$ cat src/rtl/aud_sck_pkg.sv
package aud_sck_pkg;

  typedef enum logic {
    PH_REST  = 1'b0,
    PH_DRIVE = 1'b1
  } phase_e;

  function automatic int unsigned clamp_half(input int unsigned v,
                                             input int unsigned lo,
                                             input int unsigned hi);
    if (v < lo) return lo;
    if (v > hi) return hi;
    return v;
  endfunction

endpackage

$ cat src/rtl/aud_cfg_shadow.sv
module aud_cfg_shadow #(
  parameter int HALF_W   = 8,
  parameter int HALF_MIN = 2,
  parameter int HALF_MAX = 255
) (
  input  logic              clk_i,
  input  logic              rst_ni,
  input  logic              load_i,
  input  logic [HALF_W-1:0] half_i,
  input  logic              odd_i,
  input  logic              mck_en_i,
  input  logic              idle_high_i,
  output logic [HALF_W-1:0] half_o,
  output logic              odd_o,
  output logic              mck_en_o,
  output logic              idle_high_o
);
  logic [HALF_W-1:0] half_cl;

  assign half_cl = HALF_W'(aud_sck_pkg::clamp_half(32'(half_i), HALF_MIN, HALF_MAX));

  // shadow follows inputs only while stopped
  always_ff @(posedge clk_i or negedge rst_ni) begin
    if (!rst_ni) begin
      half_o      <= HALF_W'(HALF_MIN);
      odd_o       <= 1'b0;
      mck_en_o    <= 1'b0;
      idle_high_o <= 1'b0;
    end else if (load_i) begin
      half_o      <= half_cl;
      odd_o       <= odd_i;
      mck_en_o    <= mck_en_i;
      idle_high_o <= idle_high_i;
    end
  end
endmodule

$ cat src/rtl/aud_sck_gen.sv
module aud_sck_gen #(
  parameter int HALF_W = 8
) (
  input  logic                    clk_i,
  input  logic                    rst_ni,
  input  logic                    run_i,
  input  logic [HALF_W-1:0]       half_i,
  input  logic                    odd_i,
  output aud_sck_pkg::phase_e     phase_o,
  output logic                    running_o,
  output logic                    stb_o
);
  import aud_sck_pkg::*;

  localparam int CNT_W = HALF_W + 1;

  logic [CNT_W-1:0] cnt_q;
  logic [CNT_W-1:0] lim;
  logic             last;
  phase_e           phase_q;
  logic             run_q;
  logic             stb_q;

  always_comb begin
    lim  = (phase_q == PH_DRIVE) ? ({1'b0, half_i} + CNT_W'(odd_i)) : {1'b0, half_i};
    last = (cnt_q == lim - CNT_W'(1));
  end

  always_ff @(posedge clk_i or negedge rst_ni) begin
    if (!rst_ni) begin
      run_q   <= 1'b0;
      phase_q <= PH_REST;
      cnt_q   <= '0;
      stb_q   <= 1'b0;
    end else begin
      stb_q <= 1'b0;
      if (!run_i) begin
        run_q   <= 1'b0;
        phase_q <= PH_REST;
        cnt_q   <= '0;
      end else if (!run_q) begin
        run_q   <= 1'b1;
        phase_q <= PH_DRIVE;
        cnt_q   <= '0;
      end else if (last) begin
        cnt_q   <= '0;
        phase_q <= (phase_q == PH_DRIVE) ? PH_REST : PH_DRIVE;
        stb_q   <= (phase_q == PH_DRIVE);
      end else begin
        cnt_q <= cnt_q + CNT_W'(1);
      end
    end
  end

  assign phase_o   = phase_q;
  assign running_o = run_q;
  assign stb_o     = stb_q;
endmodule

$ cat src/rtl/aud_mck_gen.sv
module aud_mck_gen #(
  parameter int MCK_HALF = 1
) (
  input  logic clk_i,
  input  logic rst_ni,
  input  logic run_i,
  output logic mck_o
);
  logic mck_q;

  if (MCK_HALF <= 1) begin : g_div2
    always_ff @(posedge clk_i or negedge rst_ni) begin
      if (!rst_ni)     mck_q <= 1'b0;
      else if (!run_i) mck_q <= 1'b0;
      else             mck_q <= ~mck_q;
    end
  end else begin : g_divn
    localparam int MCW = $clog2(MCK_HALF);
    logic [MCW-1:0] cnt_q;
    always_ff @(posedge clk_i or negedge rst_ni) begin
      if (!rst_ni) begin
        mck_q <= 1'b0;
        cnt_q <= '0;
      end else if (!run_i) begin
        mck_q <= 1'b0;
        cnt_q <= '0;
      end else if (cnt_q == MCW'(MCK_HALF - 1)) begin
        mck_q <= ~mck_q;
        cnt_q <= '0;
      end else begin
        cnt_q <= cnt_q + MCW'(1);
      end
    end
  end

  assign mck_o = mck_q;
endmodule

$ cat src/rtl/aud_sck_prescaler.sv
module aud_sck_prescaler #(
  parameter int HALF_W   = 8,
  parameter int HALF_MIN = 2,
  parameter int MCK_HALF = 1
) (
  input  logic              clk_i,
  input  logic              rst_ni,
  input  logic              enable_i,
  input  logic [HALF_W-1:0] half_div_i,
  input  logic              odd_i,
  input  logic              mck_en_i,
  input  logic              idle_high_i,
  output logic              sck_o,
  output logic              mck_o,
  output logic              bit_stb_o
);
  import aud_sck_pkg::*;

  localparam int HALF_MAX = (1 << HALF_W) - 1;

  logic [HALF_W-1:0] half_s;
  logic              odd_s;
  logic              mck_en_s;
  logic              idle_high_s;
  phase_e            phase;
  logic              running;
  logic              stb;

  aud_cfg_shadow #(
    .HALF_W  (HALF_W),
    .HALF_MIN(HALF_MIN),
    .HALF_MAX(HALF_MAX)
  ) i_cfg (
    .clk_i      (clk_i),
    .rst_ni     (rst_ni),
    .load_i     (!enable_i),
    .half_i     (half_div_i),
    .odd_i      (odd_i),
    .mck_en_i   (mck_en_i),
    .idle_high_i(idle_high_i),
    .half_o     (half_s),
    .odd_o      (odd_s),
    .mck_en_o   (mck_en_s),
    .idle_high_o(idle_high_s)
  );

  aud_sck_gen #(
    .HALF_W(HALF_W)
  ) i_sck (
    .clk_i    (clk_i),
    .rst_ni   (rst_ni),
    .run_i    (enable_i),
    .half_i   (half_s),
    .odd_i    (odd_s),
    .phase_o  (phase),
    .running_o(running),
    .stb_o    (stb)
  );

  aud_mck_gen #(
    .MCK_HALF(MCK_HALF)
  ) i_mck (
    .clk_i (clk_i),
    .rst_ni(rst_ni),
    .run_i (enable_i && running && mck_en_s),
    .mck_o (mck_o)
  );

  assign sck_o     = (phase == PH_DRIVE) ^ idle_high_s;
  assign bit_stb_o = stb;
endmodule

$ cat config.mk
export PLATFORM = sky130hd
export DESIGN_NAME = aud_sck_prescaler
export DESIGN_NICKNAME = d
export VERILOG_FILES = /design/src/rtl/aud_sck_pkg.sv /design/src/rtl/aud_cfg_shadow.sv /design/src/rtl/aud_sck_gen.sv /design/src/rtl/aud_mck_gen.sv /design/src/rtl/aud_sck_prescaler.sv
export SDC_FILE = /design/constraint.sdc
export NUM_CORES = 1
export LEC_CHECK = 0
export ABC_AREA = 0
export BUFFER_PORTS_ARGS = -buffer_cell sky130_fd_sc_hd__buf_2
export CORE_MARGIN = 8
export CORE_UTILIZATION = 63
export DETAILED_ROUTE_END_ITERATION = 8
export PLACE_DENSITY = 0.86
export SKIP_CTS_REPAIR_TIMING = 1
export SLEW_MARGIN = 25
export SYNTH_ARGS = -nofsm -noshare
export SYNTH_HDL_FRONTEND = slang
export SYNTH_SLANG_ARGS = --single-unit
$ cat constraint.sdc
create_clock -name clk_i -period 8 [get_ports clk_i]
set_input_delay 0.4 -clock clk_i [delete_from_list [all_inputs] [get_ports clk_i]]
set_output_delay 0.4 -clock clk_i [all_outputs]
set_load 0.005 [all_outputs]
==> results of run 1 <==
through the flow:
| step | instances | utilization (%) | total power (uW) |
|---|---|---|---|
| after global routing | 224 | 69.2 | 310 |
| after detailed placement | 220 | 67.2 | 211 |
| after CTS | 224 | 69.2 | 299 |
| final | 224 | 69.2 | 298 |
| after global placement | 220 | 67.2 | 207 |
| after floorplan | 184 | - | 196 |
registers in the layout (all words and copies together), names as in the netlist:
register           flops
i_sck.cnt_q            9
i_cfg.idle_high_o      1
i_mck.mck_o            1
i_sck.stb_o            1
i_sck.phase_o          1
i_cfg.odd_o            1
i_sck.running_o        1
i_cfg.mck_en_o         1
i_cfg.half_o           8
placed cells by master (no fill, tap or decap), types with 3 or more instances in the layout:
| cell | count |
|---|---|
| a21oi_1 | 4 |
| a31oi_1 | 4 |
| and4_1 | 3 |
| buf_2 | 16 |
| clkbuf_4 | 3 |
| dfrtp_1 | 23 |
| ha_1 | 4 |
| inv_1 | 4 |
| mux2_2 | 9 |
| nand2_1 | 9 |
| nand3_1 | 12 |
| nand4_1 | 4 |
| nor2_1 | 6 |
| nor3_1 | 13 |
| nor4_1 | 4 |
| o21ai_0 | 5 |
| xnor2_1 | 15 |
| xor2_1 | 9 |
cell usage after synthesis, types with 5 or more instances:
cell type	n	area share, %
o21ai_0	5	1.4
mux2_2	9	5.7
nand2_1	9	1.9
xnor2_1	15	7.3
xor2_1	9	4.4
nor2_1	6	1.3
nor3_1	13	3.6
nand3_1	12	3.4
dfrtp_1	23	32
metal layers:
layer  GRT usage (%)  up-vias
met5               0        -
met4            7.29        0
met3            1.72        7
met2            28.4       63
met1            19.3      755
li1                -      711
final cells by class:
class	instances	area (um2)	area share [%]
clock buffers	3	22.5	1.19
clock inverters	1	30.0	1.59
inverters	4	15.0	0.794
multi-input cells	145	1100	58.3
flip-flops and latches	24	602	31.8
well taps	31	38.8	2.05
repair buffers	16	80.1	4.24
worst register-to-register path: stages, from the launching register on:
cell and delay, ns:
dfrtp_1 0.45, ha_1 0.29, ha_1 0.35, mux2i_1 0.16
ha_1 0.34, nand4_1 0.19, o211ai_1 0.20, and4_1 0.25
nor2_1 0.04, or4_1 0.52, a2111oi_2 0.37
cells by family (layout without fill, tap and decap cells):
logic type | after synthesis | after routing | synth area share [%]
multiplexers | 11 | 11 | 6.78
AO/OA/AOI/OAI | 40 | 40 | 19.0
adder cells (fa/ha/maj) | 4 | 4 | 2.80
AND/OR/NAND/NOR | 66 | 66 | 21.2
flip-flops | 24 | 24 | 33.6
XOR/XNOR | 24 | 24 | 11.7
buffers and inverters | 15 | 24 | 4.82
power by group through the flow:
stage	clock [uW]	combinational (uW)	sequential, uW
floorplan	0	59.6	137
global placement	0	62.1	145
detailed placement	0	65.3	146
CTS	88.9	66.1	144
global route	92.6	72.2	145
finish	87.1	66.8	144
how the worst min path moves through the flow:
| stage | start | endpoint | slack [ns] | cells past startpoint |
|---|---|---|---|---|
| 2_1_floorplan | rst_ni | i_cfg.half_o[0] | 0.10 | 0 |
| 3_3_place_gp | rst_ni | i_sck.cnt_q[0] | 0.39 | 1 |
| 3_5_place_dp | rst_ni | i_sck.cnt_q[1] | 0.40 | 1 |
| 4_1_cts | rst_ni | i_sck.cnt_q[1] | 0.04 | 1 |
| 5_1_grt | rst_ni | i_sck.cnt_q[1] | 0.07 | 1 |
| 6_report | rst_ni | i_sck.cnt_q[4] | 0.03 | 1 |
==> impl_metrics.csv, run 1 <==
group,metric,value,unit
global_routing,grt_usage,16.2,%
clock_tree,clock_latency,0.32,ns
clock_tree,clock-sinks,24,
sta,grt_setup_unrepaired,"false",
sta,fin_crit_sh,40.8,%
pwr,p_sw_share,29.0,%
detailed_routing,wl_met2,2120,um
die,core-area,2730,um2
clock_tree,path_clk_slew,0.13,ns
worst_setup_path,cp_num_buf_inv,0,
sta,post-route-min-period,3.26,ns
worst_setup_path,rr_startpoint,"i_cfg.half_o[0]",
worst_setup_path,crit_cells,10,
worst_setup_path,max_stage_delay,0.52,ns
final_layout,n_antenna_cell,0,
synthesis,synth-seq-cells,24,
detailed_routing,dr_total_vias,1536,
worst_setup_path,path_class,"reg2reg",
worst_setup_path,critPathSlowestCell,"or4_1",
detailed_routing,route.met3.wl,215,um
die,start_util,65.5,%
die,num_rows,19,
sta,holdWs,0.0250,ns
worst_setup_path,endpoint_kind,"flip-flop",
die,num_io_pins,17,
clock_tree,htree_num_levels,1,
sta,hold_viol_final,0,
pwr,p_int,212,uW
synthesis,synth-async-reset-ratio,100,%
synthesis,netlist_area,1790,um2
worst_setup_path,cp-startpoint,"i_cfg.half_o[0]",
sta,max_freq,0.306,GHz
pwr,ir_worst_vdd,0.186,mV
worst_setup_path,cp_max_fo,6,
global_routing,grt_max_degree,25,
synthesis,synth_ff_type,"dfrtp_1",
detailed_routing,drt-initial-drc-count,122,
sta,tightest_slew,0.591,ns
synthesis,ys_warn_count,0,
synthesis,syn_inst,184,
sta,fin_setup_tns,0,ns
worst_setup_path,timing.rr.end,"i_sck.stb_o",
pwr,p_sw,86.6,uW
pwr,p_clk_share,29.2,%
detailed_routing,post_drt_wl_per_cell,18.5,um
clock_tree,cts_tree,"yes",
worst_setup_path,crit_family,"simple AND/OR/NAND/NOR gates",
synthesis,seq_area_frac_synth,33.6,%
detailed_routing,topRoutingLayerUsed,"met4",
worst_setup_path,rr_worst_depth,10,
synthesis,synth_nets,202,
pwr,power_leakage,0.000729,uW
final_layout,fillCellCount,180,
placement,routabilityCongestion,0.864,
worst_setup_path,crit_top_cell,"ha_1",
clock_tree,cts_buffer_depth,2,
placement,dpl_cell_area,1840,um2
global_routing,grt_pass1_wl,6710,um
die,die_x,69.3,um
sta,setup_violations,0,
placement,port_buffers,16,
placement,hpwl,3090,um
detailed_routing,drt_wl_total,4150,um
worst_setup_path,cp.arrival,3.47,ns
worst_setup_path,required,8.21,ns
worst_setup_path,crit_path_end,"i_sck.stb_o",
synthesis,synth_edf_count,0,
sta,setup_ws,4.74,ns
pwr,p_seq_share,48.4,%
global_routing,first_global_vias,1504,
final_layout,stdcell_area,1890,um2
detailed_routing,met1_length,1740,um
synthesis,yosys.cell_types.count,56,
flow_run,drv_cap,0,
outcome,outcome,"complete, no violations",
placement,dpl_worst_slack,4.87,ns
detailed_routing,dr.pass1.iters,4,
detailed_routing,drc_errors,0,
synthesis,postSynthAreaPerCell,9.73,um2
die,dieHeight,69.3,um
final_layout,drive_gt1_share,20.7,%
global_routing,grt_overflow,0,
final_layout,area_growth,5.59,%
sta,finClkSkew,0.0101,ns
clock_tree,cts-buffers-inserted,3,
min_path,hold_path_class,"in2async",
pwr,power_density,158,nW/um2
sta,relSlewSlack,60.6,%
final_layout,fin_nets,212,
worst_setup_path,critPathLaunchType,"flip-flop",
clock_tree,cts_root_buf,"clkbuf_4",
detailed_routing,ant_nets,0,
worst_setup_path,crit_chain,"ha_1 -> ha_1 -> mux2i_1 -> ha_1 -> nand4_1 -> o211ai_1 -> and4_1 -> nor2_1 -> or4_1 -> a2111oi_2",
detailed_routing,drt-vias-per-instance,6.86,
pwr,combPwrFrac,22.4,%
die,die_area,4800,um2
global_routing,antenna_found_initial,0,
worst_setup_path,r2r_slack,4.74,ns
sta,finalMaxSlewViolations,0,
Note: power is estimated with default switching activity, not from simulation.
==> inputs of run 2 (changes only) <==
--- a/config.mk
+++ b/config.mk
@@ -5,12 +5,12 @@
 export SDC_FILE = /design/constraint.sdc
 export NUM_CORES = 1
 export LEC_CHECK = 0
-export ABC_AREA = 0
+export ABC_AREA = 1
 export BUFFER_PORTS_ARGS = -buffer_cell sky130_fd_sc_hd__buf_2
 export CORE_MARGIN = 8
-export CORE_UTILIZATION = 63
+export CORE_UTILIZATION = 53
 export DETAILED_ROUTE_END_ITERATION = 8
-export PLACE_DENSITY = 0.86
+export PLACE_DENSITY = 0.78
 export SKIP_CTS_REPAIR_TIMING = 1
 export SLEW_MARGIN = 25
 export SYNTH_ARGS = -nofsm -noshare
==> constraint.sdc (replaced) <==
create_clock -name clk_i -period 2.76 [get_ports clk_i]
set_input_delay 0.138 -clock clk_i [delete_from_list [all_inputs] [get_ports clk_i]]
set_output_delay 0.138 -clock clk_i [all_outputs]
set_load 0.005 [all_outputs]
==> impl_metrics.csv, run 2 <==
group,metric,value,unit
final_layout,reg_top3,"i_sck.cnt_q (9), i_cfg.half_o (8)",
worst_setup_path,crit_cells,17,
worst_setup_path,max_stage_delay,0.40,ns
die,num_rows,20,
synthesis,synth-async-reset-ratio,100,%
final_layout,layout_commonest_cell,"nand2_1",
worst_setup_path,cp_max_fo,9,
synthesis,yosys.area.top_type,"dfrtp_1",
sta,grt_setup_unrepaired,"false",
clock_tree,htree_num_levels,1,
placement,port_buffers,16,
worst_setup_path,cp.arrival,2.63,ns
final_layout,n_antenna_cell,0,
clock_tree,cts_root_buf,"clkbuf_4",
worst_setup_path,crit_path_end,"i_sck.cnt_q[7]",
die,core-area,3030,um2
final_layout,stdcell_area,1840,um2
sta,tightest_slew,0.535,ns
clock_tree,clock-sinks,24,
final_layout,fin_nets,277,
global_routing,first_global_vias,1429,
placement,routabilityCongestion,0.842,
min_path,min_delay_path_depth,3,
min_path,hold_path_class,"in2reg",
global_routing,grt_usage,14.3,%
worst_setup_path,cp-startpoint,"i_cfg.half_o[0]",
global_routing,grt-busiest-layer,"met2",
synthesis,seq_area_frac_synth,36.2,%
flow_run,drv_cap,0,
detailed_routing,dr_total_vias,1476,
worst_setup_path,required,2.97,ns
global_routing,use_met3,2.34,%
worst_setup_path,rr_worst_depth,17,
final_layout,largest_reg_flops,9,
detailed_routing,dr.pass1.iters,4,
synthesis,ys_warn_count,0,
final_layout,drive_gt1_share,17.4,%
global_routing,grt_util_met2,25.6,%
clock_tree,clock_latency,0.32,ns
global_routing,grt_use_met1,17.3,%
worst_setup_path,critPathLaunchType,"flip-flop",
die,die_x,72.0,um
sta,finClkSkew,0.0102,ns
global_routing,grt_overflow,0,
clock_tree,cts_tree,"yes",
synthesis,synth_top_area_share,34.7,%
worst_setup_path,rr_startpoint,"i_cfg.half_o[0]",
sta,fin_setup_tns,0,ns
detailed_routing,drt-vias-per-instance,4.89,
outcome,outcome,"complete, no violations",
synthesis,synth_nets,258,
synthesis,synth.top_cells.by_area,"dfrtp_1 (35%), nand2_1 (19%), inv_1 (6.8%), nand3_1 (5.7%), nor2_1 (5.0%)",
worst_setup_path,path_class,"reg2reg",
final_layout,top_register,"i_sck.cnt_q",
synthesis,netlist_area,1660,um2
placement,hpwl,2680,um
detailed_routing,post_drt_wl_per_cell,11.0,um
sta,max_freq,0.414,GHz
sta,setup_violations,0,
global_routing,grt_pass1_wl,6090,um
synthesis,postSynthAreaPerCell,6.92,um2
sta,finalMaxSlewViolations,0,
die,dieHeight,72.0,um
synthesis,synth_ff_type,"dfrtp_1",
sta,relSlewSlack,64.4,%
clock_tree,path_clk_slew,0.13,ns
sta,hold_viol_final,0,
die,start_util,54.8,%
pwr,ir_worst_vdd,0.274,mV
sta,post-route-min-period,2.42,ns
detailed_routing,drt-initial-drc-count,81,
global_routing,antenna_found_initial,0,
final_layout,seq_area,602,um2
synthesis,synth_edf_count,0,
detailed_routing,drc_errors,0,
global_routing,grt_max_degree,25,
worst_setup_path,crit_family,"simple AND/OR/NAND/NOR gates",
clock_tree,cts_buffer_depth,2,
sta,fin_crit_sh,87.6,%
die,num_io_pins,17,
worst_setup_path,critPathSlowestCell,"dfrtp_1",
detailed_routing,drt_wl_total,3310,um
placement,dpl_cell_area,1780,um2
synthesis,synth-seq-cells,24,
final_layout,fillCellCount,270,
final_layout,area_growth,10.8,%
pwr,power_density,443,nW/um2
worst_setup_path,r2r_slack,0.34,ns
clock_tree,cts-buffers-inserted,3,
final_layout,mostFrequentLayoutCells,"nand2_1 (84), inv_1 (30), dfrtp_1 (23)",
pwr,power_leakage,0.000953,uW
worst_setup_path,crit_top_cell,"nand2_1",
die,die_area,5180,um2
synthesis,yosys.cell_types.count,30,
detailed_routing,ant_nets,0,
worst_setup_path,crit_chain,"ha_1 -> ha_1 -> inv_1 -> nand2_1 -> nand2_1 -> ha_1 -> nand2_1 -> nor2_1 -> nand2_1 -> nand2_1 -> nand2_1 -> nand2_1 -> nand2_1 -> nor2_2 -> nand2_2 -> nand3_4 -> nor2_1",
synthesis,yosys-top-cells-count,"nand2_1 (84), inv_1 (30), dfrtp_1 (23), nor2_1 (22), nand3_1 (19)",
synthesis,syn_inst,240,
worst_setup_path,cp_num_buf_inv,1,
synthesis,yosysMostFrequentCell,"nand2_1",
worst_setup_path,timing.rr.end,"i_sck.cnt_q[7]",
worst_setup_path,endpoint_kind,"flip-flop",
final_layout,multiInputGateArea,912,um2
run 2: cell count changes after synthesis, sizes merged, moves of 3 or more:
cell and change:
and4 -4, buf -6, a31oi -4, nor3 -11
a21oi -3, nand3 +9, inv +28, mux2 -9
xor2 -5, nor2 +24, nor4 -3, nand2 +85
xnor2 -13, o21ai +4
run 2: worst min-delay path by stage:
| stage | start | slack, ns | to |
|---|---|---|---|
| detailed placement | rst_ni | 0.14 | i_cfg.idle_high_o |
| floorplan | rst_ni | -0.16 | i_cfg.half_o[0] |
| CTS | rst_ni | -0.22 | i_cfg.idle_high_o |
| finish | mck_en_i | 0.008 | i_cfg.mck_en_o |
| global placement | rst_ni | 0.14 | i_cfg.idle_high_o |
| global route | idle_high_i | 0.006 | i_cfg.idle_high_o |
run 2: power breakdown:
part / leakage, uW / total (uW) / internal [uW] / switching, uW
Sequential: 0.000309 / 390 / 371 / 19.2
Combinational: 0.000617 / 173 / 61.5 / 112
Clock: 0.0000279 / 252 / 147 / 105
run 2: per-layer routing:
layer | routed length, um | share of wire [%] | vias up
li1 | - | - | 780
met1 | 1500 | 45 | 662
met2 | 1620 | 49 | 30
met3 | 155 | 4.7 | 4
met4 | 31 | 0.94 | 0
met5 | 0 | 0 | -
run 2: layout make-up:
| class | count | area share, % |
|---|---|---|
| multi-input cells | 179 | 49.6 |
| clock buffers | 3 | 1.22 |
| inverters | 34 | 6.94 |
| well taps | 44 | 2.99 |
| repair buffers | 17 | 4.90 |
| clock inverters | 1 | 1.63 |
| flip-flops and latches | 24 | 32.7 |
run 2: cell families after synthesis:
group | count (synthesis) | synth area share [%]
xor gates and xnor gates | 6 | 3.17
buffers and inverters | 37 | 8.82
AOI/OAI and AO/OA | 13 | 4.07
DFF | 24 | 36.2
adders and majority gates | 4 | 3.01
and+or+nand+nor | 156 | 44.7
run 2: worst register-to-register path: cells and delay by family (launching register included):
kind | cells | cell delay, ns
buffers and inverters | 1 | 0.06
AND/OR/NAND/NOR | 13 | 1.18
flip-flops | 1 | 0.40
adder cells (fa/ha/maj) | 3 | 0.69
run 2: through the flow:
stage	util [%]	instances	setup slack, ns	power (uW)	hold slack, ns
2_1_floorplan	-	240	0.575	523	-0.158
3_3_place_gp	58.7	297	0.367	566	0.144
3_5_place_dp	58.7	297	0.354	570	0.142
4_1_cts	60.4	301	0.319	822	-0.223
5_1_grt	60.7	302	0.00456	864	0.00605
6_report	60.7	302	0.343	815	0.00828
